**config.mk**
```make
export PLATFORM = sky130hd
export DESIGN_NAME = qenc_timer
export DESIGN_NICKNAME = d
export VERILOG_FILES = /design/src/rtl/qenc_pkg.sv /design/src/rtl/qenc_sync.sv /design/src/rtl/qenc_decode.sv /design/src/rtl/qenc_counter.sv /design/src/rtl/qenc_timer.sv
export SDC_FILE = /design/constraint.sdc
export NUM_CORES = 1
export LEC_CHECK = 0
export BUFFER_PORTS_ARGS = -buffer_cell sky130_fd_sc_hd__buf_2
export CORE_ASPECT_RATIO = 0.7
export CORE_UTILIZATION = 45
export DETAILED_ROUTE_END_ITERATION = 8
export PLACE_DENSITY = 0.7
export SLEW_MARGIN = 15
export SYNTH_ARGS = -nofsm -noshare
export SYNTH_HDL_FRONTEND = slang
export SYNTH_HIERARCHICAL = 1
export SYNTH_SLANG_ARGS = --single-unit
```
**constraint.sdc**
```tcl
create_clock -name clk -period 3.4 [get_ports clk]
set_input_delay 0 -clock clk [delete_from_list [all_inputs] [get_ports clk]]
set_output_delay 0 -clock clk [all_outputs]
set_load 0.03 [all_outputs]
```
**src/rtl/qenc_pkg.sv**
```systemverilog
package qenc_pkg;

  typedef enum logic [2:0] {
    QM_OFF  = 3'b000,
    QM_A    = 3'b001,
    QM_B    = 3'b010,
    QM_QUAD = 3'b011
  } qmode_e;

  // Direction of a step caused by a phase A change: up when A now differs from B.
  function automatic logic up_on_a(input logic a_now, input logic b_now);
    return a_now ^ b_now;
  endfunction

  // Direction of a step caused by a phase B change: up when B now equals A.
  function automatic logic up_on_b(input logic a_now, input logic b_now);
    return ~(a_now ^ b_now);
  endfunction

endpackage

```
**src/rtl/qenc_sync.sv**
```systemverilog
module qenc_sync #(
  parameter int NCH    = 2,
  parameter int STAGES = 2
) (
  input  logic           clk,
  input  logic           rst_n,
  input  logic [NCH-1:0] pin,
  output logic [NCH-1:0] cur,
  output logic [NCH-1:0] prv
);
  for (genvar c = 0; c < NCH; c++) begin : g_ch
    logic [STAGES-1:0] chain;
    logic              last;
    always_ff @(posedge clk or negedge rst_n) begin
      if (!rst_n) begin
        chain <= '0;
        last  <= 1'b0;
      end else begin
        chain <= {chain[STAGES-2:0], pin[c]};
        last  <= chain[STAGES-1];
      end
    end
    assign cur[c] = chain[STAGES-1];
    assign prv[c] = last;
  end
endmodule

```
**src/rtl/qenc_decode.sv**
```systemverilog
module qenc_decode
  import qenc_pkg::*;
(
  input  logic       clk,
  input  logic       rst_n,
  input  logic [2:0] mode,
  input  logic       a_cur,
  input  logic       b_cur,
  input  logic       a_prv,
  input  logic       b_prv,
  output logic       step,
  output logic       step_up,
  output logic       bad_jump
);
  logic edge_a, edge_b;

  assign edge_a   = a_cur ^ a_prv;
  assign edge_b   = b_cur ^ b_prv;
  assign bad_jump = edge_a & edge_b;

  always_comb begin
    step    = 1'b0;
    step_up = 1'b0;
    unique case (qmode_e'(mode))
      QM_A: begin
        step    = edge_a & ~edge_b;
        step_up = up_on_a(a_cur, b_cur);
      end
      QM_B: begin
        step    = edge_b & ~edge_a;
        step_up = up_on_b(a_cur, b_cur);
      end
      QM_QUAD: begin
        step    = edge_a ^ edge_b;
        step_up = edge_a ? up_on_a(a_cur, b_cur) : up_on_b(a_cur, b_cur);
      end
      default: begin
        step    = 1'b0;
        step_up = 1'b0;
      end
    endcase
  end

  a_r5_no_step_on_jump: assert property (@(posedge clk) disable iff (!rst_n)
    (a_cur != a_prv && b_cur != b_prv) |-> !step);

endmodule

```
**src/rtl/qenc_counter.sv**
```systemverilog
module qenc_counter #(
  parameter int CW = 16
) (
  input  logic          clk,
  input  logic          rst_n,
  input  logic          run,
  input  logic          step,
  input  logic          step_up,
  input  logic [CW-1:0] limit,
  input  logic          ld_en,
  input  logic [CW-1:0] ld_val,
  output logic [CW-1:0] cnt,
  output logic          dir_down,
  output logic          wrap_evt,
  output logic          step_fire
);
  function automatic logic [CW-1:0] inc_wrap(input logic [CW-1:0] v, input logic [CW-1:0] lim);
    return (v >= lim) ? '0 : v + 1'b1;
  endfunction

  function automatic logic [CW-1:0] dec_wrap(input logic [CW-1:0] v, input logic [CW-1:0] lim);
    return (v == '0) ? lim : v - 1'b1;
  endfunction

  assign step_fire = run & step & ~ld_en;
  assign wrap_evt  = step_fire & (step_up ? (cnt >= limit) : (cnt == '0));

  always_ff @(posedge clk or negedge rst_n) begin
    if (!rst_n) begin
      cnt      <= '0;
      dir_down <= 1'b0;
    end else if (ld_en) begin
      cnt <= ld_val;
    end else if (step_fire) begin
      cnt      <= step_up ? inc_wrap(cnt, limit) : dec_wrap(cnt, limit);
      dir_down <= ~step_up;
    end
  end

  a_r7_wrap_up: assert property (@(posedge clk) disable iff (!rst_n)
    (step_fire && step_up && cnt == limit) |=> (cnt == '0));

  a_r8_wrap_down: assert property (@(posedge clk) disable iff (!rst_n)
    (step_fire && !step_up && cnt == '0) |=> (cnt == $past(limit)));

  a_r9_dir_down: assert property (@(posedge clk) disable iff (!rst_n)
    (step_fire && !step_up) |=> dir_down);

endmodule

```
**src/rtl/qenc_timer.sv**
```systemverilog
module qenc_timer
  import qenc_pkg::*;
#(
  parameter int CW = 16,
  parameter int AW = 3
) (
  input  logic          clk,
  input  logic          rst_n,
  input  logic          phase_a,
  input  logic          phase_b,
  input  logic          reg_wr,
  input  logic [AW-1:0] reg_addr,
  input  logic [CW-1:0] reg_wdata,
  output logic [CW-1:0] reg_rdata,
  output logic          irq
);
  localparam logic [AW-1:0] A_CTRL  = AW'(0);
  localparam logic [AW-1:0] A_MODE  = AW'(1);
  localparam logic [AW-1:0] A_IEN   = AW'(2);
  localparam logic [AW-1:0] A_STAT  = AW'(3);
  localparam logic [AW-1:0] A_CNT   = AW'(4);
  localparam logic [AW-1:0] A_LIMIT = AW'(5);
  localparam logic [AW-1:0] A_EVGEN = AW'(6);

  logic          run_q, ovf_only_q;
  logic [2:0]    mode_q;
  logic          upd_ie_q, trg_ie_q;
  logic          upd_flag_q, trg_flag_q;
  logic [CW-1:0] limit_q;

  logic [1:0] ph_cur, ph_prv;
  logic       step, step_up, bad_jump;
  logic [CW-1:0] cnt;
  logic       dir_down, wrap_evt, step_fire;

  logic wr_ctrl, wr_mode, wr_ien, wr_stat, wr_cnt, wr_lim, sw_update;
  logic ld_en;
  logic [CW-1:0] ld_val;
  logic upd_set;

  assign wr_ctrl   = reg_wr && reg_addr == A_CTRL;
  assign wr_mode   = reg_wr && reg_addr == A_MODE;
  assign wr_ien    = reg_wr && reg_addr == A_IEN;
  assign wr_stat   = reg_wr && reg_addr == A_STAT;
  assign wr_cnt    = reg_wr && reg_addr == A_CNT;
  assign wr_lim    = reg_wr && reg_addr == A_LIMIT;
  assign sw_update = reg_wr && reg_addr == A_EVGEN && reg_wdata[0];

  assign ld_en  = wr_cnt | sw_update;
  assign ld_val = wr_cnt ? reg_wdata : '0;
  assign upd_set = wrap_evt | (sw_update & ~ovf_only_q);

  qenc_sync #(.NCH(2), .STAGES(2)) u_sync (
    .clk(clk), .rst_n(rst_n), .pin({phase_b, phase_a}),
    .cur(ph_cur), .prv(ph_prv)
  );

  qenc_decode u_dec (
    .clk(clk), .rst_n(rst_n), .mode(mode_q),
    .a_cur(ph_cur[0]), .b_cur(ph_cur[1]),
    .a_prv(ph_prv[0]), .b_prv(ph_prv[1]),
    .step(step), .step_up(step_up), .bad_jump(bad_jump)
  );

  qenc_counter #(.CW(CW)) u_cnt (
    .clk(clk), .rst_n(rst_n), .run(run_q), .step(step), .step_up(step_up),
    .limit(limit_q), .ld_en(ld_en), .ld_val(ld_val),
    .cnt(cnt), .dir_down(dir_down), .wrap_evt(wrap_evt), .step_fire(step_fire)
  );

  always_ff @(posedge clk or negedge rst_n) begin
    if (!rst_n) begin
      run_q      <= 1'b0;
      ovf_only_q <= 1'b0;
      mode_q     <= 3'b000;
      upd_ie_q   <= 1'b0;
      trg_ie_q   <= 1'b0;
      limit_q    <= '1;
      upd_flag_q <= 1'b0;
      trg_flag_q <= 1'b0;
    end else begin
      if (wr_ctrl) begin
        run_q      <= reg_wdata[0];
        ovf_only_q <= reg_wdata[1];
      end
      if (wr_mode) mode_q <= reg_wdata[2:0];
      if (wr_ien) begin
        upd_ie_q <= reg_wdata[0];
        trg_ie_q <= reg_wdata[1];
      end
      if (wr_lim) limit_q <= reg_wdata;
      upd_flag_q <= (upd_flag_q & ~(wr_stat & ~reg_wdata[0])) | upd_set;
      trg_flag_q <= (trg_flag_q & ~(wr_stat & ~reg_wdata[1])) | step_fire;
    end
  end

  assign irq = (upd_flag_q & upd_ie_q) | (trg_flag_q & trg_ie_q);

  always_comb begin
    reg_rdata = '0;
    unique case (reg_addr)
      A_CTRL:  begin
        reg_rdata[0] = run_q;
        reg_rdata[1] = ovf_only_q;
        reg_rdata[4] = dir_down;
      end
      A_MODE:  reg_rdata[2:0] = mode_q;
      A_IEN:   begin
        reg_rdata[0] = upd_ie_q;
        reg_rdata[1] = trg_ie_q;
      end
      A_STAT:  begin
        reg_rdata[0] = upd_flag_q;
        reg_rdata[1] = trg_flag_q;
      end
      A_CNT:   reg_rdata = cnt;
      A_LIMIT: reg_rdata = limit_q;
      default: reg_rdata = '0;
    endcase
  end

  a_r6_hold_when_stopped: assert property (@(posedge clk) disable iff (!rst_n)
    (!run_q && !ld_en) |=> $stable(cnt));

  a_r5_jump_no_flag: assert property (@(posedge clk) disable iff (!rst_n)
    (bad_jump && !trg_flag_q && !wr_stat) |=> !trg_flag_q);

  a_r10_update_sticky: assert property (@(posedge clk) disable iff (!rst_n)
    (upd_flag_q && !wr_stat) |=> upd_flag_q);

  a_r11_ovf_only_gate: assert property (@(posedge clk) disable iff (!rst_n)
    (ovf_only_q && sw_update && !upd_flag_q && !wrap_evt) |=> !upd_flag_q);

endmodule

```
* Word-level counts from Yosys, hierarchy flattened
Cells that the tools add are included.
** Storage, ports and cells
- Bits in read-only memories :: 0
- Register bits after elaboration :: 48
- Output and inout bits :: 17
- RAM bits :: 0
- Memories :: 0
- Input bits :: 24
- Bits in latches :: 0
** Operators by class
- $mul :: 0
- $add $sub $neg :: 2
- Reduce and logical (&&, ||, !) cells :: 12
- Equal/unequal tests :: 9
- Magnitude comparators :: 1
- Bitwise logic cells :: 31
- Div/mod/pow operators :: 0
- Muxes and demuxes :: 15
- Shifts and indexed selects :: 0
** Operators with widths (number)
- $mux W16 :: 6
- $pmux W11 S2 :: 1
- $add A16 B1 Y16 const B :: 1
- $ge A16 B16 Y1 :: 1
- $logic_not A16 Y1 :: 1
- $sub A16 B1 Y16 const B :: 1
- $and A1 B1 Y1 :: 12
- $eq A3 B2 Y1 const B :: 4
- $pmux W1 S3 :: 4
- $pmux W2 S6 :: 1
- $not A1 Y1 :: 10
- $eq A3 B3 Y1 const B :: 3
- $logic_and A1 B1 Y1 :: 8
- $eq A3 B1 Y1 const B :: 2
- $or A1 B1 Y1 :: 5
- $xor A1 B1 Y1 :: 4
- $logic_not A3 Y1 :: 1
- $mux W1 :: 2
- $pmux W1 S2 :: 1
- $reduce_and A2 Y1 :: 1
- $reduce_bool A2 Y1 :: 1

* Longest topological paths before layout
Gate-level depths: netlist (run 1).
- Depth in word-level cells :: 9
- Depth in mapped cells :: 11

* By module
The synthesis (run 1) kept the hierarchy.
** Modules (own cells, without submodules)
- qenc_counter :: seq. area each 425.4 µm², cells each 277, area each 2144.6 µm², instances 1
- qenc_timer :: seq. area each 645.6 µm², cells each 134, area each 1565.3 µm², instances 1
- qenc_sync :: seq. area each 150.1 µm², cells each 10, area each 180.2 µm², instances 1
- qenc_decode :: seq. area each 0.0 µm², cells each 11, area each 87.6 µm², instances 1

* Worst setup path after synthesis (run 1)
No wires, ideal clock.
- Path kind :: reg-to-reg
- Start point :: reg u_sync.g_ch[0].chain[1]
- End point :: reg u_cnt.cnt[0]
- Setup time :: 0.096 ns
- Cell stages (with the launch flop) :: 11
- Arrival :: 2.486 ns
- Required time :: 3.304 ns
- Path buffers :: 3
- Clock period less this slack :: 2.581 ns
- Setup slack :: 0.819 ns
- Path through :: dfrtp_1 > buf_4 > mux2_4 > a211o_1 > a21oi_1 > clkbuf_1 > o2111ai_1 > nor4_4 > buf_2 > nor2_1 > o31ai_1
** On the way
- Longest elaborated chain between the ends :: 7
- Elaborated cells between the ends (all ways) :: 16
** Ends and longest elaborated chain
- start, declared :: line qenc_sync.sv:12 : logic [STAGES-1:0] chain;
- start signal, assigned :: line qenc_sync.sv:19 : chain <= {chain[STAGES-2:0], pin[c]};
- $xor A1 B1 Y1 :: line qenc_pkg.sv:12, qenc_pkg.sv:17
- $not A1 Y1 :: line qenc_pkg.sv:17 : return ~(a_now ^ b_now);
- $mux W1 :: line qenc_decode.sv:35 : step_up = edge_a ? up_on_a(a_cur, b_cur) : up_on_b(a_cur, b_cur);
- $pmux W1 S3 (*) :: line qenc_decode.sv:24 : unique case (qmode_e'(mode))
- net step_up :: line qenc_timer.sv:32 : logic step, step_up, bad_jump;
- $mux W16 (*) :: line qenc_counter.sv:35 : cnt <= step_up ? inc_wrap(cnt, limit) : dec_wrap(cnt, limit);
- $mux W16 (*) :: line qenc_counter.sv:34 : end else if (step_fire) begin
- $mux W16 (*) :: line qenc_counter.sv:32 : end else if (ld_en) begin
- end signal, assigned :: line qenc_counter.sv:33 : cnt <= ld_val;
- end signal, assigned :: line qenc_counter.sv:35
- end, declared :: line qenc_counter.sv:12 : output logic [CW-1:0] cnt,
Mark *: on every way through the listed nets, which the timed path passes. The rest lies on a longest branch. The select of a mux whose other input is x is not followed.
A chain may end at the register's enable or synchronous reset.

* Worst setup path after layout (run 1)
- Start point :: in reg_addr[2]
- End point :: reg u_cnt.cnt[3]
** On the way
- Longest elaborated chain between the ends :: 7
- Elaborated cells between the ends (all ways) :: 11
** Ends and longest elaborated chain
- start, declared :: line qenc_timer.sv:12 : input logic [AW-1:0] reg_addr,
- $eq A3 B3 Y1 :: line qenc_timer.sv:47 : assign sw_update = reg_wr && reg_addr == A_EVGEN && reg_wdata[0];
- $logic_and A1 B1 Y1 (2 in a row) :: line qenc_timer.sv:47
- $or A1 B1 Y1 (*) :: line qenc_timer.sv:49 : assign ld_en = wr_cnt | sw_update;
- net ld_en :: line qenc_timer.sv:37 : logic ld_en;
- $not A1 Y1 (no line)
- $and A1 B1 Y1 :: line qenc_counter.sv:25 : assign step_fire = run & step & ~ld_en;
- $reduce_bool A2 Y1 (no line)
Mark *: on every way through the listed nets, which the timed path passes. The rest lies on a longest branch.

==> summary.txt, run 1 <==
Outcome
  – Status: finished, final reports clean

Die
  – Chip height: 80.6 um
  – Die W: 114 um
  – Die area: 9220 um2
  – IO Count: 41
  – Initial Util: 46.7%
  – CORE AREA: about 8500 um2
  – FP Rows: 28

Timing
  – Achievable Freq: between 300 and 400 MHz
  – Worst Tran Pin Value: about 640 ps
  – Clk_skew: between 7 and 8 ps
  – Final worst-path cycle share: 84.9%
  – Rel. slew slack: 57.6%
  – Final Hold Viols: 0
  – Setup_tns: 0 ps
  – Max Slew Vio Count: 0
  – Final setup violation count: 0
  – Crit path time final: between 2000 and 3000 ps
  – RSZ-0062 raised after global routing: false

Critical path
  – Critical Path RT: 3590 ps
  – Crit Reg-Reg Endpoint: u_cnt/cnt[4]
  – Crit start category: input pin
  – Crit path cell chain: buf_2 -> nor2b_1 -> nor2b_4 -> nand2b_1 -> inv_1 -> nand2_1 -> o22ai_1 -> a311o_1 -> o32ai_1
  – Worst Reg-to-Reg Cells: 9
  – Worst Path Buf+Inv: 2
  – Worst path max stage delay: 530 ps
  – WP data arrival: approximately 3000 ps
  – Slowest CP cell: nand2_1
  – RR Startpoint: u_cnt/cnt[0]
  – Critical Path End Type: flop
  – Crit path launch: reg_addr[2]
  – R2r setup slk: 710 ps
  – WS Path Type: in -> reg
  – Crit path max-delay family: simple AND/OR/NAND/NOR gates
  – CP Max Fanout: 17

Clock network
  – Number of H-tree levels: 2
  – Clk slew on worst S/H paths: around 70 ps
  – Root buf cell: clkbuf_16
  – CTS Sinks: 48
  – # Post-CTS Setup Buffers: 0
  – Hold-fix buffers, CTS: 16
  – # resized after CTS: 0
  – Worst-Skew Late Latency: 290 ps
  – TritonCTS Buffers: 5
  – Clk buf depth: 2
  – CTS tree: built

Placed design
  – Post-place instance area: 4230 um2
  – DP Wirelength: 8.16 mm
  – PortBufs: 40
  – Routability cong.: 0.980

Logic synthesis
  – Synthesized cell area: 3970 um2
  – Synth Instances: approximately 430
  – Synth warn: 6
  – Avg Inst Size Synth: 9.22 um2
  – Post-Syn Nets: 474

Route
  – Drc violations: 0
  – Post-DRT Antenna Nets: 0
  – DRT iter0 DRCs: 383
  – Drt via density: between 6 and 7
  – WL/cell: 19.2 um
  – Pre-antenna DRT Iters: 5
  – Routed WL: 11.4 mm
  – Vias: 3586

Finish
  – Ratio of cells with drive above 1 in the final layout: 25.5%
  – Ant. Diodes: 0
  – Final Cell Area: around 4600 um2
  – Nets: about 520
  – Fill cell count: 775
  – Layout area overhead: 15.0%

Global route
  – Global-route wire length before repair: 18.0 mm
  – Vias in the first global route: 3299
  – Largest net degree at the start of global routing: 34
  – Global route total overflow: 0
  – Initial antenna violation count: 0
  – All-layer global routing usage: 25.7%

Min path
  – Hold Path Sink: limit_q[4]
  – HP Start: reg_wdata[4]
  – Hold Path Depth: 2
  – Worst Hold Class: in -> reg

Power and ir drop
  – Leak: 2.01 nW
  – PwrDens: around 700 nW/um2
  – Worst VDD drop: 258 uV

Run
  – Max Cap Viol: 0
==> layout make-up <==
cell class / instances / area [um2] / area share, %
sequential: 48 / 1220 / 26.7
timing repair buffer: 69 / 458 / 10.0
clock inverter: 1 / 30.0 / 0.657
tap: 120 / 150 / 3.29
inverter: 25 / 93.8 / 2.05
multi-input combinational: 324 / 2460 / 53.9
clock buffer: 7 / 153 / 3.34
==> state kept, by name, indices dropped and copies added (netlist names), 2 cells and up <==
name,flops
u_sync/g_ch.last,2
mode_q,3
u_cnt/cnt,16
limit_q,16
u_sync/g_ch.chain,4
==> stage by stage <==
stage | hold slack, ps | setup slack, ps | power [W] | util (%) | std cells
after floorplan | -296 | 819 | 0.00209 | - | 431
after global routing | 7.11 | 260 | 0.00334 | 53.7 | 594
final | 10.4 | 514 | 0.00317 | 53.7 | 594
after detailed placement | -54.2 | 326 | 0.00249 | 49.6 | 570
after global placement | -57.0 | 282 | 0.00246 | 49.6 | 570
after CTS | 4.06 | 617 | 0.00312 | 53.7 | 594
==> cells in the final DEF, fill, tap and decap left out, types with 11 or more instances in the layout <==
| cell | count |
|---|---|
| nand2_1 | 19 |
| mux2_2 | 14 |
| buf_2 | 40 |
| a211oi_1 | 13 |
| dfstp_2 | 16 |
| ha_1 | 19 |
| and2_1 | 19 |
| xnor2_1 | 12 |
| dlygate4sd3_1 | 16 |
| mux2i_1 | 18 |
| nor2_1 | 39 |
| nand3_1 | 16 |
| mux2_4 | 13 |
| dfrtp_1 | 32 |
| inv_1 | 25 |
| a21oi_1 | 18 |
| o22ai_1 | 11 |
| buf_4 | 13 |
==> layer usage <==
metal  track usage (%)  vias to the layer above  wire (um)
met2              37.0                      185       4640
met4              5.32                        0        170
li1                  -                     1646          -
met5                 0                        -          0
met1              39.8                     1738       5580
met3              4.00                       17       1010
==> worst max-delay path by stage <==
stage | end | slack [ps] | depth (start not counted)
after global routing | u_cnt/cnt[3] | 260 | 9
after floorplan | u_cnt/cnt[0] | 820 | 10
after global placement | u_cnt/cnt[3] | 280 | 9
final | u_cnt/cnt[3] | 510 | 9
after detailed placement | u_cnt/cnt[3] | 330 | 9
after CTS | u_cnt/cnt[3] | 620 | 9
==> power breakdown <==
| group | total, W | internal, W | switching, W |
|---|---|---|---|
| clock network | 0.000609 | 0.000388 | 0.000221 |
| registers | 0.00109 | 0.000758 | 0.000334 |
| logic | 0.00147 | 0.000659 | 0.000814 |
Note: power is estimated with default switching activity, not from simulation.
==> run 2, diff against run 1 <==
Clock period 3.4 ns to 2.9 ns, I/O delays scaled along.
==> run 2 against run 1 <==
Cell count increased by 1.9%. Sequential power increased by 4%. Combinational power increased by 34%. Via count increased by 0.95%. Sequential share of layout area decreased by 0.42 points. Design area increased by 1.6%. Critical endpoint is now u_cnt/cnt[9].
==> summary.txt, run 2 (same netlist as run 1, synthesis figures left out) <==
Timing
  – Setup_tns: 0 ps (unchanged)
  – Final setup violation count: 0 (unchanged)
  – Crit path time final: 2610 ps
  – Final worst-path cycle share: between 80 and 90%
  – Clk_skew: 7.52 ps (+0.423 ps)
  – Final Hold Viols: 0 (unchanged)
  – Worst Tran Pin Value: 696 ps (+58.8 ps)
  – Rel. slew slack: 53.5% (-4.0 points)
  – RSZ-0062 raised after global routing: false
  – Max Slew Vio Count: 0 (unchanged)
  – Achievable Freq: between 300 and 400 MHz

Clock network
  – Worst-Skew Late Latency: 290 ps (about the same)
  – TritonCTS Buffers: 5 (unchanged)
  – CTS Sinks: 48 (unchanged)
  – Number of H-tree levels: 2 (unchanged)
  – Root buf cell: clkbuf_16
  – Clk buf depth: 2 (unchanged)
  – CTS tree: built
  – # Post-CTS Setup Buffers: 0 (unchanged)
  – Clk slew on worst S/H paths: 70 ps (about the same)
  – # resized after CTS: 0 (unchanged)

Global route
  – Largest net degree at the start of global routing: 49 (+44%)
  – All-layer global routing usage: 26.6% (+0.87 points)
  – Initial antenna violation count: 0 (unchanged)
  – Vias in the first global route: 3363 (+1.9%)
  – Global route total overflow: 0 (unchanged)
  – Global-route wire length before repair: 18.6 mm (+3.3%)

Finish
  – Biggest regs: limit_q x16, u_cnt/cnt x16, u_sync/g_ch.chain x4
  – Commonest non-fill, non-tap cell in the layout: buf_2
  – Ant. Diodes: 0 (unchanged)
  – Most frequent cells in the layout: 40 x buf_2, 39 x nor2_1, 32 x dfrtp_1, 25 x inv_1, 23 x buf_4
  – Layout Cells excl Fill: 605 (+1.9%)
  – Nets: 527 (+2.1%)
  – Ratio of cells with drive above 1 in the final layout: 27.0% (+1.5 points)
  – Fill cell count: 765 (-1.3%)
  – Layout area overhead: 16.8%

Critical path
  – RR Startpoint: u_sync/g_ch[0].chain[1]
  – Slowest CP cell: dfrtp_1
  – Crit path max-delay family: compound AO/OA/AOI/OAI gates
  – Worst path max stage delay: 440 ps (-90 ps)
  – Critical Path RT: 3100 ps (-490 ps)
  – R2r setup slk: 290 ps (-420 ps)
  – WP data arrival: 2800 ps (-280 ps)
  – Worst Reg-to-Reg Cells: 8 (-1)
  – Critical Path End Type: flop
  – WS Path Type: reg -> reg
  – Crit start category: flop
  – Worst Path Buf+Inv: 1 (-1)
  – Crit path cell chain: mux2_4 -> a211o_1 -> a21oi_1 -> o2111ai_1 -> nor4_4 -> buf_4 -> nand2_1 -> o211ai_1
  – Crit Reg-Reg Endpoint: u_cnt/cnt[9]
  – CP Max Fanout: 8 (-9)

Min path
  – Hold Path Sink: trg_ie_q
  – Worst Hold Class: in -> reg
  – Hold Path Depth: 2 (unchanged)
  – HP Start: reg_wdata[1]

Placed design
  – PortBufs: 40 (unchanged)
  – DP Wirelength: 8.19 mm (+0.36%)
  – Placed Instances: 580 (+1.8%)
  – Routability cong.: 0.977 (-0.32%)

Route
  – WL/cell: 19.1 um (-0.22%)
  – Routed WL: 11.6 mm (+1.6%)
  – Pre-antenna DRT Iters: 6 (+1)
  – Drt via density: 5.98 (-0.89%)
  – Vias: 3620 (+0.95%)
  – Post-DRT Antenna Nets: 0 (unchanged)
  – DRT iter0 DRCs: 446 (+16%)
  – Drc violations: 0 (unchanged)

Die
  – FP Rows: 28 (unchanged)
  – Die W: 114 um (unchanged)
  – Chip height: 80.6 um (unchanged)
  – Die area: 9220 um2 (unchanged)
  – Initial Util: 46.7% (unchanged)
  – IO Count: 41 (unchanged)
  – CORE AREA: 8510 um2 (unchanged)

Power and ir drop
  – PwrDens: 815 nW/um2 (+17%)
  – Worst VDD drop: 299 uV (+16%)
  – Leak: 2.06 nW (+2.4%)

Outcome
  – Status: finished, final reports clean

Run
  – Max Cap Viol: 0 (unchanged)
==> run 2: cell types whose count changed in the layout (fill, tap and decap cells not counted), sizes merged <==
cell         change
buf             +10
clkbuf           -2
clkinvlp         +1
dlygate4sd3      +1
inv              +1
==> run 2: worst max path at each step <==
| stage | start | to | slack [ps] | cells past startpoint |
|---|---|---|---|---|
| 2_1_floorplan | u_sync/g_ch[0].chain[1] | u_cnt/cnt[0] | 320 | 10 |
| 3_3_place_gp | u_sync/g_ch[0].chain[1] | u_cnt/cnt[9] | 390 | 8 |
| 3_5_place_dp | u_sync/g_ch[0].chain[1] | u_cnt/cnt[9] | 360 | 8 |
| 4_1_cts | u_sync/g_ch[0].chain[1] | u_cnt/cnt[9] | 330 | 8 |
| 5_1_grt | u_cnt/cnt[1] | u_cnt/cnt[7] | 160 | 8 |
| 6_report | u_sync/g_ch[0].chain[1] | u_cnt/cnt[9] | 290 | 8 |
==> run 2: stage by stage <==
stage / utilization [%] / hold WS (ps) / power (W) / worst slack (ps) / cell area, um2
detailed placement: 50.5 / 109 / 0.00302 / 359 / 4300
global route: 54.5 / 32.2 / 0.00402 / 163 / 4640
global placement: 50.5 / 109 / 0.00298 / 386 / 4300
floorplan: - / -296 / 0.00245 / 319 / 3970
CTS: 54.5 / 30.8 / 0.00374 / 329 / 4640
finish: 54.5 / 33.1 / 0.00378 / 294 / 4640
==> run 2: power breakdown <==
part	switching (W)	total [W]	internal (W)
combinational	0.00115	0.00197	0.000825
clock	0.000275	0.000685	0.000410
sequential	0.000234	0.00113	0.000892
total	0.00166	0.00378	0.00213
==> run 2: area by class of cell <==
type / instances / area [um2] / area share (%)
repair buffers: 80 / 543 / 11.7
inverters: 25 / 93.8 / 2.02
clock inverters: 3 / 46.3 / 0.997
clock buffers: 5 / 125 / 2.69
multi-input cells: 324 / 2460 / 53.1
flip-flops and latches: 48 / 1220 / 26.3
well taps: 120 / 150 / 3.23
==> run 2: worst reg2reg max path: stages, from the launching register on <==
cell and delay [ps]:
dfrtp_1 440, mux2_4 320, a211o_1 290, a21oi_1 290
o2111ai_1 250, nor4_4 330, buf_4 210, nand2_1 150
o211ai_1 240
==> run 2: what timing repair did <==
item	4_1_cts	5_1_grt
endpoints found under the hold margin	49	0
hold buffers	17	0
endpoints found under the setup margin	0	0
==> run 2: layer usage <==
layer	vias up	share of wire [%]	track usage, %
met3	17	9.0	4.91
met1	1726	50	40.9
met5	-	0	0
li1	1664	-	-
met4	0	1.5	6.75
met2	213	40	37.2
==> run 3, diff against run 2 <==
Settings changed: BUFFER_PORTS_ARGS -buffer_cell sky130_fd_sc_hd__buf_2 to default, CELL_PAD_IN_SITES_DETAIL_PLACEMENT from default to 1, CELL_PAD_IN_SITES_GLOBAL_PLACEMENT from default to 1, DONT_BUFFER_PORTS from default to 1, PLACE_DENSITY 0.7 to 0.8.
==> run 3 against run 2 <==
Critical path depth increased by 1. Clock skew down 2.6 ps. Utilization shrank 1.5 points. Via count up 1.9%. First-iteration DRC count shrank 18%. Critical path type unchanged. Critical endpoint is now u_cnt/cnt[1]. Highest routed layer unchanged.
==> summary.txt, run 3 (same netlist as run 1, synthesis figures left out) <==
Outcome
  – Status: finished, final reports clean

Critical path
  – WS Path Type: reg -> reg
  – Crit start category: flop
  – Worst Reg-to-Reg Cells: 9 (+1)
  – WP data arrival: 2880 ps (+80 ps)
  – Crit Reg-Reg Endpoint: u_cnt/cnt[1]
  – Crit path launch: limit_q[15]
  – Critical Path RT: 3070 ps (-30 ps)
  – Worst path max stage delay: 560 ps (+120 ps)
  – Critical Path End Type: flop
  – Crit path cell chain: inv_1 -> ha_1 -> nand4_1 -> or2_2 -> a2111oi_2 -> nor4_4 -> buf_4 -> a211oi_1 -> o22ai_1
  – CP Max Fanout: 9 (+1)
  – RR Startpoint: limit_q[15]
  – Slowest CP cell: dfstp_2
  – R2r setup slk: 190 ps (-100 ps)

Run
  – Max Cap Viol: 0 (unchanged)

Timing
  – Worst Tran Pin Value: 962 ps (+266 ps)
  – Rel. slew slack: 35.2% (-18 points)
  – Clk_skew: 4.88 ps (-2.64 ps)
  – Final worst-path cycle share: 93.5% (+3.6 points)
  – Max Slew Vio Count: 0 (unchanged)
  – Crit path time final: 2710 ps (+105 ps)
  – Setup_tns: 0 ps (unchanged)
  – Final setup violation count: 0 (unchanged)
  – RSZ-0062 raised after global routing: false
  – Final Hold Viols: 0 (unchanged)
  – Achievable Freq: 369 MHz (-3.9%)

Power and ir drop
  – Psw: 0.00175 W (+5.4%)
  – Worst VDD drop: 269 uV (-10%)
  – PwrDens: 844 nW/um2 (+3.6%)
  – Sw Share: 45.8% (+2.0 points)
  – Leak: 1.91 nW (-7.1%)
  – Combinational share of power: 53.1% (+1.0 points)
  – Tot Pwr: 0.00381 W (+0.78%)
  – P_int: 0.00207 W (-2.8%)
  – Sequential Power Share: 30.9% (+1.1 points)
  – Clock power frac: 16.1% (-2.0 points)

Die
  – IO Count: 41 (unchanged)
  – Die area: 9220 um2 (unchanged)
  – Initial Util: 46.7% (unchanged)
  – FP Rows: 28 (unchanged)
  – Chip height: 80.6 um (unchanged)
  – Die W: 114 um (unchanged)
  – CORE AREA: 8510 um2 (unchanged)

Placed design
  – DP Wirelength: 9.65 mm (+18%)
  – PortBufs: 0 (-100%)
  – Routability cong.: 0.953 (-2.5%)
  – Post-place instance area: 4110 um2 (-4.5%)
  – Placed Instances: 541 (-6.7%)

Finish
  – Ant. Diodes: 0 (unchanged)
  – Final Cell Area: 4520 um2 (-2.7%)
  – Layout area overhead: 13.7%
  – Commonest non-fill, non-tap cell in the layout: nor2_1
  – Nets: 495 (-6.1%)
  – Most frequent cells in the layout: 39 x nor2_1, 32 x dfrtp_1, 25 x inv_1, 24 x buf_4, 23 x dlygate4sd3_1
  – Fill cell count: 992 (+30%)
  – Ratio of cells with drive above 1 in the final layout: 20.3% (-6.7 points)
  – Layout Cells excl Fill: 573 (-5.3%)
  – Biggest regs: limit_q x16, u_cnt/cnt x16, u_sync/g_ch.chain x4

Clock network
  – # resized after CTS: 0 (unchanged)
  – Clk slew on worst S/H paths: 70 ps (about the same)
  – # Post-CTS Setup Buffers: 0 (unchanged)
  – CTS Sinks: 48 (unchanged)
  – Worst-Skew Late Latency: 290 ps (about the same)
  – CTS tree: built
  – Root buf cell: clkbuf_16
  – Number of H-tree levels: 2 (unchanged)
  – Clk buf depth: 2 (unchanged)
  – TritonCTS Buffers: 5 (unchanged)

Route
  – Pre-antenna DRT Iters: 5 (-1)
  – Routed WL: 13.9 mm (+20%)
  – Vias: 3688 (+1.9%)
  – WL/cell: 24.3 um (+27%)
  – Drt via density: 6.44 (+7.6%)
  – Drc violations: 0 (unchanged)
  – Post-DRT Antenna Nets: 0 (unchanged)
  – DRT iter0 DRCs: 365 (-18%)

Min path
  – Hold Path Depth: 3 (+1)
  – Hold Path Sink: trg_flag_q
  – Worst Hold Class: in -> reg
  – HP Start: reg_addr[2]

Global route
  – Global route total overflow: 0 (unchanged)
  – All-layer global routing usage: 31.4% (+4.8 points)
  – Global-route wire length before repair: 21.4 mm (+15%)
  – Initial antenna violation count: 0 (unchanged)
  – Vias in the first global route: 3731 (+11%)
  – Largest net degree at the start of global routing: 49 (unchanged)
## run 3: cell types whose count changed in the layout (fill, tap and decap cells not counted), sizes merged
| cell | delta |
|---|---|
| buf | -38 |
| bufinv | -1 |
| clkbuf | +2 |
| dlygate4sd3 | +6 |
| inv | -1 |
## run 3: metal layers
metal	up-vias	GRT usage, %	wire, um
met4	0	8.05	221
li1	1604	-	-
met5	-	0	0
met3	28	7.25	1500
met2	226	48.8	6070
met1	1830	43.6	6150
## run 3: worst max-delay path: cells and delay by family (launching register included)
family          cells  cell delay (ps)
compound gates      3              860
simple gates        3              600
flops               1              560
buf+inv             2              250
fa+ha+maj           1              320
## run 3: layout make-up
class | instances | area (um2) | area share (%)
clock buffer | 7 | 143 | 3.16
clock inverter | 1 | 7.51 | 0.166
inverter | 25 | 93.8 | 2.08
multi-input combinational | 324 | 2460 | 54.5
sequential | 48 | 1220 | 27.0
tap | 120 | 150 | 3.32
timing repair buffer | 48 | 438 | 9.70
## run 3: worst max-delay path by stage
stage	endpoint	slack, ps	depth (start not counted)
2_1_floorplan	u_cnt/cnt[0]	320	10
3_3_place_gp	u_cnt/cnt[1]	450	9
3_5_place_dp	u_cnt/cnt[1]	310	9
4_1_cts	u_cnt/cnt[1]	260	9
5_1_grt	u_cnt/cnt[1]	120	9
6_report	u_cnt/cnt[1]	190	9
## run 3: repair_timing
action,4_1_cts,5_1_grt
hold buffers,24,0
endpoints found under the setup margin,0,0
hold endpoints to repair,78,0
## run 3: stage by stage
stage | hold WS (ps) | worst slack (ps) | util, %
5_1_grt | 28.0 | 116 | 53.1
2_1_floorplan | -296 | 319 | -
3_3_place_gp | -294 | 451 | 48.3
4_1_cts | 3.83 | 259 | 53.1
3_5_place_dp | -294 | 312 | 48.3
6_report | 20.6 | 189 | 53.1
## run 3: power groups by stage
stage          Combinational [W]  Clock [W]  Sequential [W]
2_1_floorplan            0.00139          0         0.00106
3_3_place_gp             0.00178          0         0.00115
3_5_place_dp             0.00187          0         0.00117
4_1_cts                  0.00195   0.000621         0.00116
5_1_grt                  0.00213   0.000645         0.00120
6_report                 0.00202   0.000612         0.00118
